==> config.mk <==
export PLATFORM = sky130hd
export DESIGN_NAME = dpf_framer
export DESIGN_NICKNAME = d
export VERILOG_FILES = /design/src/rtl/dpf_pkg.sv /design/src/rtl/dpf_count.sv /design/src/rtl/dpf_hunt.sv /design/src/rtl/dpf_framer.sv
export SDC_FILE = /design/constraint.sdc
export NUM_CORES = 1
export LEC_CHECK = 0
export CORE_MARGIN = 1.5
export CORE_UTILIZATION = 47
export DETAILED_ROUTE_END_ITERATION = 10
export GPL_TIMING_DRIVEN = 0
export HOLD_SLACK_MARGIN = 0.15
export PLACE_DENSITY = 0.77
export SLEW_MARGIN = 15
export SYNTH_ARGS = -nofsm -noshare
export SYNTH_HDL_FRONTEND = slang
export SYNTH_SLANG_ARGS = --single-unit
==> constraint.sdc <==
create_clock -name clk -period 1.83 [get_ports clk]
set_clock_uncertainty 0.15 [all_clocks]
set_input_delay 0.4575 -clock clk [delete_from_list [all_inputs] [get_ports clk]]
set_output_delay 0.4575 -clock clk [all_outputs]
set_load 0.005 [all_outputs]
==> src/rtl/dpf_pkg.sv <==
`timescale 1ns/1ps
package dpf_pkg;
   typedef enum logic [2:0] {
      ST_IDLE, ST_WHDR, ST_WPAY, ST_WCRC,
      ST_RHUNT, ST_RPAY, ST_RCRC, ST_FIN
   } dpf_state_t;

   localparam logic [3:0] HDR_TAG   = 4'hF;
   localparam logic [1:0] ORD_FIRST = 2'd1;
   localparam logic [1:0] ORD_MID   = 2'd2;
   localparam logic [1:0] ORD_ONLY  = 2'd3;
endpackage

==> src/rtl/dpf_count.sv <==
`timescale 1ns/1ps
// Remaining-byte and in-packet counters with packet-size clipping.
module dpf_count #(
   parameter int LEN_W   = 24,
   parameter int PKT_MAX = 8192,
   parameter int PKT_W   = 14
) (
   input  logic             clk,
   input  logic             rst_n,
   input  logic             load_total,
   input  logic [LEN_W-1:0] total,
   input  logic             load_pkt,
   input  logic             dec,
   output logic             fits,
   output logic             pkt_last,
   output logic             rem_last,
   output logic             rem_zero
);
   logic [LEN_W-1:0] rem_q;
   logic [PKT_W-1:0] pkt_q;

   function automatic logic [PKT_W-1:0] clip(input logic [LEN_W-1:0] v);
      if (v <= LEN_W'(PKT_MAX)) clip = v[PKT_W-1:0];
      else                      clip = PKT_W'(PKT_MAX);
   endfunction

   always_ff @(posedge clk) begin
      if (!rst_n) begin
         rem_q <= '0;
         pkt_q <= '0;
      end else if (load_total) begin
         rem_q <= total;
         pkt_q <= clip(total);
      end else begin
         if (load_pkt) pkt_q <= clip(rem_q);
         if (dec) begin
            rem_q <= rem_q - 1'b1;
            pkt_q <= pkt_q - 1'b1;
         end
      end
   end

   assign fits     = (rem_q <= LEN_W'(PKT_MAX));
   assign pkt_last = (pkt_q == PKT_W'(1));
   assign rem_last = (rem_q == LEN_W'(1));
   assign rem_zero = (rem_q == '0);
endmodule

==> src/rtl/dpf_hunt.sv <==
`timescale 1ns/1ps
// Bounded search for a read chunk marker byte.
module dpf_hunt #(
   parameter int TRIES = 11,
   parameter int TRY_W = 4
) (
   input  logic       clk,
   input  logic       rst_n,
   input  logic       clr,
   input  logic       probe,
   input  logic [3:0] tag,
   output logic       hit,
   output logic       give_up
);
   logic [TRY_W-1:0] miss_q;

   assign hit     = (tag == dpf_pkg::HDR_TAG);
   assign give_up = probe && !hit && (miss_q == TRY_W'(TRIES - 1));

   always_ff @(posedge clk) begin
      if (!rst_n)              miss_q <= '0;
      else if (clr)            miss_q <= '0;
      else if (probe && !hit)  miss_q <= miss_q + 1'b1;
   end
endmodule

==> src/rtl/dpf_framer.sv <==
`timescale 1ns/1ps
module dpf_framer #(
   parameter int LEN_W      = 24,
   parameter int PKT_MAX    = 8192,
   parameter int CRC_BYTES  = 2,
   parameter int TRIES      = 11,
   parameter int MIN_LEN    = 4,
   parameter bit HUNT_FIRST = 1'b0
) (
   input  logic             clk,
   input  logic             rst_n,
   input  logic             start,
   input  logic             dir_rd,
   input  logic             crc_on,
   input  logic [LEN_W-1:0] xfer_len,
   output logic             busy,
   output logic             done,
   output logic             err,
   input  logic             in_valid,
   input  logic [7:0]       in_data,
   output logic             in_ready,
   output logic             tx_valid,
   output logic [7:0]       tx_data,
   input  logic             tx_ready,
   input  logic             rx_valid,
   input  logic [7:0]       rx_data,
   output logic             rx_ready,
   output logic             out_valid,
   output logic [7:0]       out_data,
   input  logic             out_ready
);
   import dpf_pkg::*;

   localparam int PKT_W = $clog2(PKT_MAX + 1);
   localparam int TRY_W = $clog2(TRIES + 1);
   localparam int CRC_W = (CRC_BYTES > 1) ? $clog2(CRC_BYTES) : 1;

   initial begin
      if (PKT_MAX < 1 || LEN_W < PKT_W || TRIES < 1 || CRC_BYTES < 1 || MIN_LEN < 0)
         $error("dpf_framer: parameter set out of range");
   end

   dpf_state_t state_q, state_d, rd_entry;
   logic [CRC_W-1:0] crc_idx_q;
   logic crc_q, first_q, err_q;
   logic ld_total, ld_pkt, dec, hunt_clr, probe, crc_step, set_err, take;
   logic fits, pkt_last, rem_last, rem_zero, hit, give_up, crc_last;
   logic [1:0] order;

   generate
      if (HUNT_FIRST) begin : g_hunt_first
         assign rd_entry = ST_RHUNT;
      end else begin : g_direct_first
         assign rd_entry = ST_RPAY;
      end
   endgenerate

   dpf_count #(.LEN_W(LEN_W), .PKT_MAX(PKT_MAX), .PKT_W(PKT_W)) u_count (
      .clk(clk), .rst_n(rst_n), .load_total(ld_total), .total(xfer_len),
      .load_pkt(ld_pkt), .dec(dec), .fits(fits), .pkt_last(pkt_last),
      .rem_last(rem_last), .rem_zero(rem_zero)
   );

   dpf_hunt #(.TRIES(TRIES), .TRY_W(TRY_W)) u_hunt (
      .clk(clk), .rst_n(rst_n), .clr(hunt_clr), .probe(probe),
      .tag(rx_data[7:4]), .hit(hit), .give_up(give_up)
   );

   assign crc_last = (crc_idx_q == CRC_W'(CRC_BYTES - 1));
   assign order    = fits ? ORD_ONLY : (first_q ? ORD_FIRST : ORD_MID);
   assign take     = (state_q == ST_IDLE) && start;

   always_comb begin
      state_d   = state_q;
      tx_valid  = 1'b0;
      tx_data   = 8'h00;
      in_ready  = 1'b0;
      rx_ready  = 1'b0;
      out_valid = 1'b0;
      out_data  = 8'h00;
      ld_total  = 1'b0;
      ld_pkt    = 1'b0;
      dec       = 1'b0;
      hunt_clr  = 1'b0;
      probe     = 1'b0;
      crc_step  = 1'b0;
      set_err   = 1'b0;
      unique case (state_q)
         ST_IDLE: if (start) begin
            ld_total = 1'b1;
            hunt_clr = 1'b1;
            if (xfer_len <= LEN_W'(MIN_LEN)) begin
               set_err = 1'b1;
               state_d = ST_FIN;
            end else begin
               state_d = dir_rd ? rd_entry : ST_WHDR;
            end
         end
         ST_WHDR: begin
            tx_valid = 1'b1;
            tx_data  = {HDR_TAG, 2'b00, order};
            if (tx_ready) begin
               ld_pkt  = 1'b1;
               state_d = ST_WPAY;
            end
         end
         ST_WPAY: begin
            tx_valid = in_valid;
            tx_data  = in_data;
            in_ready = tx_ready;
            if (in_valid && tx_ready) begin
               dec = 1'b1;
               if (pkt_last)
                  state_d = crc_q ? ST_WCRC : (rem_last ? ST_FIN : ST_WHDR);
            end
         end
         ST_WCRC: begin
            tx_valid = 1'b1;
            if (tx_ready) begin
               crc_step = 1'b1;
               if (crc_last) state_d = rem_zero ? ST_FIN : ST_WHDR;
            end
         end
         ST_RHUNT: begin
            rx_ready = 1'b1;
            if (rx_valid) begin
               probe = 1'b1;
               if (hit) begin
                  ld_pkt   = 1'b1;
                  hunt_clr = 1'b1;
                  state_d  = ST_RPAY;
               end else if (give_up) begin
                  set_err = 1'b1;
                  state_d = ST_FIN;
               end
            end
         end
         ST_RPAY: begin
            out_valid = rx_valid;
            out_data  = rx_data;
            rx_ready  = out_ready;
            if (rx_valid && out_ready) begin
               dec = 1'b1;
               if (pkt_last)
                  state_d = crc_q ? ST_RCRC : (rem_last ? ST_FIN : ST_RHUNT);
            end
         end
         ST_RCRC: begin
            rx_ready = 1'b1;
            if (rx_valid) begin
               crc_step = 1'b1;
               if (crc_last) state_d = rem_zero ? ST_FIN : ST_RHUNT;
            end
         end
         ST_FIN:  state_d = ST_IDLE;
         default: state_d = ST_IDLE;
      endcase
   end

   always_ff @(posedge clk) begin
      if (!rst_n) begin
         state_q   <= ST_IDLE;
         crc_idx_q <= '0;
         crc_q     <= 1'b0;
         first_q   <= 1'b0;
         err_q     <= 1'b0;
      end else begin
         state_q <= state_d;
         if (take) begin
            crc_q     <= crc_on;
            first_q   <= 1'b1;
            crc_idx_q <= '0;
         end else begin
            if (state_q == ST_WHDR && tx_ready) first_q <= 1'b0;
            if (crc_step) crc_idx_q <= crc_last ? '0 : crc_idx_q + 1'b1;
         end
         if (set_err)   err_q <= 1'b1;
         else if (take) err_q <= 1'b0;
      end
   end

   assign busy = (state_q != ST_IDLE);
   assign done = (state_q == ST_FIN);
   assign err  = err_q;
endmodule

==> impl_metrics.env, run 1 <==
export IMPL_status="stopped before the end"
export IMPL_failed_stage="5_1_grt"
export IMPL_error="[ERROR GRT-0232] Routing congestion too high. Check the congestion heatmap in the GUI."
export IMPL_cts_buffers_inserted=5
export IMPL_rows=31
export IMPL_yosysSeqAreaShare_pct=28.20
export IMPL_grt_worst_endpoint="tx_data[0]"
export IMPL_grt_overflow=35
export IMPL_netlist_area_leader_share_pct=28.20
export IMPL_synthCells=464
export IMPL_yosysUniqueCellTypes=62
export IMPL_synth_top_area_cell="dfxtp_1"
export IMPL_portBuffers=71
export IMPL_cts_max_path_buffers=2
export IMPL_gp_congestion=0.9230
export IMPL_root_buffer="clkbuf_8"
export IMPL_synthesis_area_um2=3478
export IMPL_synthFlopType="dfxtp_1"
export IMPL_endpoint_type="output port"
export IMPL_io_pins=72
export IMPL_cts_hold_buf=0
export IMPL_grt_max_degree=17
export IMPL_async_flop_share_pct=0
export IMPL_hpwl_mm=8.888
export IMPL_avgSynthCellArea_um2=7.496
export IMPL_synth_enable_flop_cells=0
export IMPL_htreeDepth=2
export IMPL_initial_core_util_pct=48.21
export IMPL_ys_ff_latch=49
export IMPL_dieHeight_um=89.03
export IMPL_gr_usage_all_layers_pct=74.72
export IMPL_clock_sinks=49
export IMPL_die_x_um=89.03
export IMPL_synthTopCellsByArea="dfxtp_1 (28%), a21oi_1 (8.2%), o21ai_0 (5.5%), nor2_1 (3.9%), nand3_1 (3.2%)"
export IMPL_yosys_warnings=0
export IMPL_syn_nets=520
[cells by family after synthesis]
kind of cell / Yosys count / share of synthesized area, %
compound gates: 170 / 30.86
xor+xnor: 16 / 4.029
buf+inv: 47 / 5.647
fa+ha+maj: 7 / 2.518
simple gates: 173 / 28.13
mux: 2 / 0.6115
flops: 49 / 28.20
[synth_stat cells, types with 3 or more instances]
master	number
o31ai_1	4
xnor2_1	6
nand4_1	10
nor2b_1	4
nand4b_1	3
nor2_1	36
and2_1	5
nand2b_1	9
o311ai_0	3
o21ai_0	38
nand2_1	24
buf_2	10
clkbuf_1	19
nor4_1	11
nand3_1	22
a21oi_1	57
ha_1	7
o211ai_1	3
and3_1	14
nor3_1	14
dfxtp_1	49
inv_1	14
a32oi_1	7
a211oi_1	5
a31oi_1	15
or3_1	5
a22oi_1	3
a221oi_1	11
xor2_1	10
[metal layers]
layer / GRT overflow / GRT usage [%]
met5: 0 / 9.740
met4: 20 / 77.20
met3: 0 / 61.03
met2: 14 / 91.67
met1: 1 / 73.85
[metrics by stage]
stage / TNS (ns) / cell area, um2 / utilization, % / std cells / worst slack (ns)
after CTS: -16.26 / 6127 / 84.93 / 727 / -0.6052
after detailed placement: -50.16 / 4403 / 61.03 / 634 / -0.9686
after global placement: -49.93 / 4403 / 61.03 / 634 / -1.001
after floorplan: -0.5783 / 3568 / - / 464 / -0.09243
[repair_timing]
item | in CTS
setup buffers | 76
pin swaps | 83
resized for setup | 332
gates cloned | 9
endpoints found under the setup margin | 71
==> inputs of run 2 (changes only) <==
Settings changed: CORE_UTILIZATION 47 to 40, HOLD_SLACK_MARGIN 0.15 to unset, PLACE_DENSITY 0.77 to unset, PLACE_DENSITY_LB_ADDON set to 0.15.
Clock period 1.83 ns to 2.4 ns, I/O delays scaled along.
==> impl_metrics.env, run 2 <==
export IMPL_status="finished, violations left"
export IMPL_violations="negative setup slack"
export IMPL_synth_top_family_by_area="compound AO/OA/AOI/OAI gates"
export IMPL_syn_to_final_growth_pct=47.63
export IMPL_async_flop_share_pct=0
export IMPL_grt_pass1_vias=4187
export IMPL_rows=33
export IMPL_cts_max_path_buffers=2
export IMPL_cts_clk_slew_worst_paths_ns=0.11
export IMPL_wirelength_mm=13.56
export IMPL_rsz0062_at_grt="yes"
export IMPL_start_kind="register"
export IMPL_final_common_cell="a21oi_1"
export IMPL_synth_top_area_cell="dfxtp_1"
export IMPL_hold_path_class="register to register"
export IMPL_critPathMaxStageDelay_ns=0.38
export IMPL_worst_slew_pin_slew_ns=0.6663
export IMPL_drcViolationCount=0
export IMPL_largest_register_ffs=24
export IMPL_yosysUniqueCellTypes=62
export IMPL_yosys_top_cells_count="a21oi_1 (57), dfxtp_1 (49), o21ai_0 (38), nor2_1 (36), nand2_1 (24)"
export IMPL_antenna_left=0
export IMPL_root_buffer="clkbuf_8"
export IMPL_grt_max_degree=16
export IMPL_cts_hold_buf=0
export IMPL_netlist_area_leader_share_pct=28.20
export IMPL_portBuffers=71
export IMPL_dp_cells=640
export IMPL_hpwl_mm=9.005
export IMPL_top_regs="u_count.rem_q (24), u_count.pkt_q (14), u_hunt.miss_q (4)"
export IMPL_die_x_um=96.25
export IMPL_cp_end_kind="output port"
export IMPL_syn_nets=520
export IMPL_io_pins=72
export IMPL_grt_antenna_before_repair=0
export IMPL_cts_tree="built"
export IMPL_initial_core_util_pct=41.91
export IMPL_n_antenna_cell=0
export IMPL_synthCells=464
export IMPL_drtPass1Iterations=5
export IMPL_synthAdderAreaFrac_pct=2.518
export IMPL_cts_buffers_inserted=5
export IMPL_dieHeight_um=96.25
export IMPL_avgSynthCellArea_um2=7.496
export IMPL_critPathKind="register to output port"
export IMPL_muxShareOfSynthArea_pct=0.6115
export IMPL_slew_headroom_pct=55.58
export IMPL_p_per_area_nw_per_um2=1184
export IMPL_finalHoldViolCount=0
export IMPL_period_minus_slack_ns=2.603
export IMPL_synth_enable_flop_cells=0
export IMPL_core_um2=8299
export IMPL_vias=4326
export IMPL_max_cap_violations=0
export IMPL_yosysMostFrequentCell="a21oi_1"
export IMPL_regMostFlops="u_count.rem_q"
export IMPL_ys_ff_latch=49
export IMPL_synthFlopType="dfxtp_1"
export IMPL_grt_pass1_wl_mm=20.82
export IMPL_critPathArrivalTime_ns=1.85
export IMPL_yosysSeqAreaShare_pct=28.20
export IMPL_critical_path_top_delay_family="simple AND/OR/NAND/NOR gates"
export IMPL_fmax_mhz=384.1
export IMPL_path_buf_inv=2
export IMPL_setup_viol=2
export IMPL_grt_overflow=0
export IMPL_avgViaCountPerCell=6.224
export IMPL_timing_critical_path_required_ns=1.65
export IMPL_instances_no_fill=695
export IMPL_final_nets=645
export IMPL_synthSimpleGateAreaFrac_pct=28.13
export IMPL_synth_xor_area_share_pct=4.029
export IMPL_crit_path_max_fanout=4
export IMPL_insertion_delay_ns=0.32
export IMPL_clock_sinks=49
export IMPL_synth_compound_area_share_pct=30.86
export IMPL_die_area_um2=9264
export IMPL_peakVddDrop_v=0.0007467
export IMPL_htreeDepth=2
export IMPL_multi_input_area_um2=2566
export IMPL_gp_congestion=0.9200
export IMPL_mostFrequentLayoutCells="a21oi_1 (53), buf_4 (45), clkdlybuf4s50_1 (43)"
export IMPL_fin_crit_sh_pct=108.5
export IMPL_synthTopCellsByArea="dfxtp_1 (28%), a21oi_1 (8.2%), o21ai_0 (5.5%), nor2_1 (3.9%), nand3_1 (3.2%)"
export IMPL_seqCellArea_um2=999.7
export IMPL_crit_chain="nor4_4 > nand4_1 > a21oi_4 > buf_6 > o21ai_2 > a21oi_1 > buf_2"
export IMPL_yosys_warnings=0
export IMPL_finalWorstSetupSlack_ns=-0.2033
export IMPL_tns_ns=-0.3997
export IMPL_slowest_stage="dfxtp_4"
export IMPL_fillers=720
export IMPL_gr_usage_all_layers_pct=29.15
export IMPL_routedWlPerCell_um=19.51
export IMPL_drt_iter0_drc=376
export IMPL_post_route_cells_drive_above_1_share_pct=22.71
export IMPL_synthesis_area_um2=3478
export IMPL_leakagePower_nw=2.010
export IMPL_dpl_worst_slack_ns=-0.7630
export IMPL_slew_violations=0
run 2: cell counts after synthesis:
No cell type changed its count.
run 2: worst reg2reg max path, stage by stage (launching register included):
cell	delay, ns
dfxtp_1	0.42
ha_1	0.16
or4b_2	0.62
o32ai_2	0.35
a31oi_1	0.17
a311oi_1	0.36
run 2: cell families after synthesis:
group / after synthesis
buffers and inverters: 47
multiplexers: 2
flip-flops: 49
adder cells (fa/ha/maj): 7
AND/OR/NAND/NOR: 173
AO/OA/AOI/OAI: 170
XOR/XNOR: 16
run 2: metrics by stage:
| step | cell area (um2) | power [mW] | hold slack [ns] | util, % |
|---|---|---|---|---|
| detailed placement | 4320 | 4.545 | 0.3285 | 52.06 |
| finish | 5135 | 6.079 | 0.3388 | 61.87 |
| CTS | 4903 | 5.700 | 0.3425 | 59.08 |
| global route | 5135 | 6.455 | 0.3609 | 61.87 |
| global placement | 4320 | 4.487 | 0.3045 | 52.06 |
| floorplan | 3478 | 3.513 | 0.2907 | - |
run 2: layout make-up:
cell class / count / share of cell area, %
multi-input cells: 369 / 49.98
flip-flops and latches: 49 / 19.47
repair buffers: 117 / 20.10
clock buffers: 6 / 1.413
well taps: 105 / 2.558
inverters: 15 / 1.096
plain buffers: 32 / 5.117
clock inverters: 2 / 0.2680
run 2: timing repair:
action	4_1_cts	5_1_grt
pin swaps	14	10
hold endpoints to repair	0	0
cloned	1	1
gates resized for setup	105	38
setup endpoints to repair	60	39
buffers inserted	34	11
run 2: final timing paths:
kind	startpoint	end	slack (ns)	cells past startpoint
max	u_count.rem_q[9]	tx_data[1]	-0.20	7
min	u_hunt.miss_q[3]	u_hunt.miss_q[3]	0.34	2
max reg2reg	u_count.pkt_q[0]	state_q[2]	0.05	5
min reg2reg	u_hunt.miss_q[3]	u_hunt.miss_q[3]	0.34	2
run 2: layer usage:
| metal | GRT usage, % | up-vias | routed length [um] |
|---|---|---|---|
| li1 | - | 2018 | - |
| met1 | 36.39 | 2047 | 5603 |
| met3 | 4.581 | 38 | 1036 |
| met2 | 50.00 | 223 | 6556 |
| met5 | 0 | - | 0 |
| met4 | 11.15 | 0 | 362 |
run 2: where the power goes:
group / switching, mW / internal, mW
clock: 0.315 / 0.209
combinational: 2.25 / 1.89
sequential: 0.336 / 1.07
(Power assumes the default switching activity.)
==> inputs of run 3 (changes only) <==
Settings changed: GPL_ROUTABILITY_DRIVEN set to 0.
==> results of run 3 <==
Final layout, timing and power as in run 2 (identical DEF).
==> inputs of run 4 (changes only) <==
Settings changed: HOLD_SLACK_MARGIN set to 0.06.
==> results of run 4 <==
Final layout, timing and power as in run 2 (identical DEF).
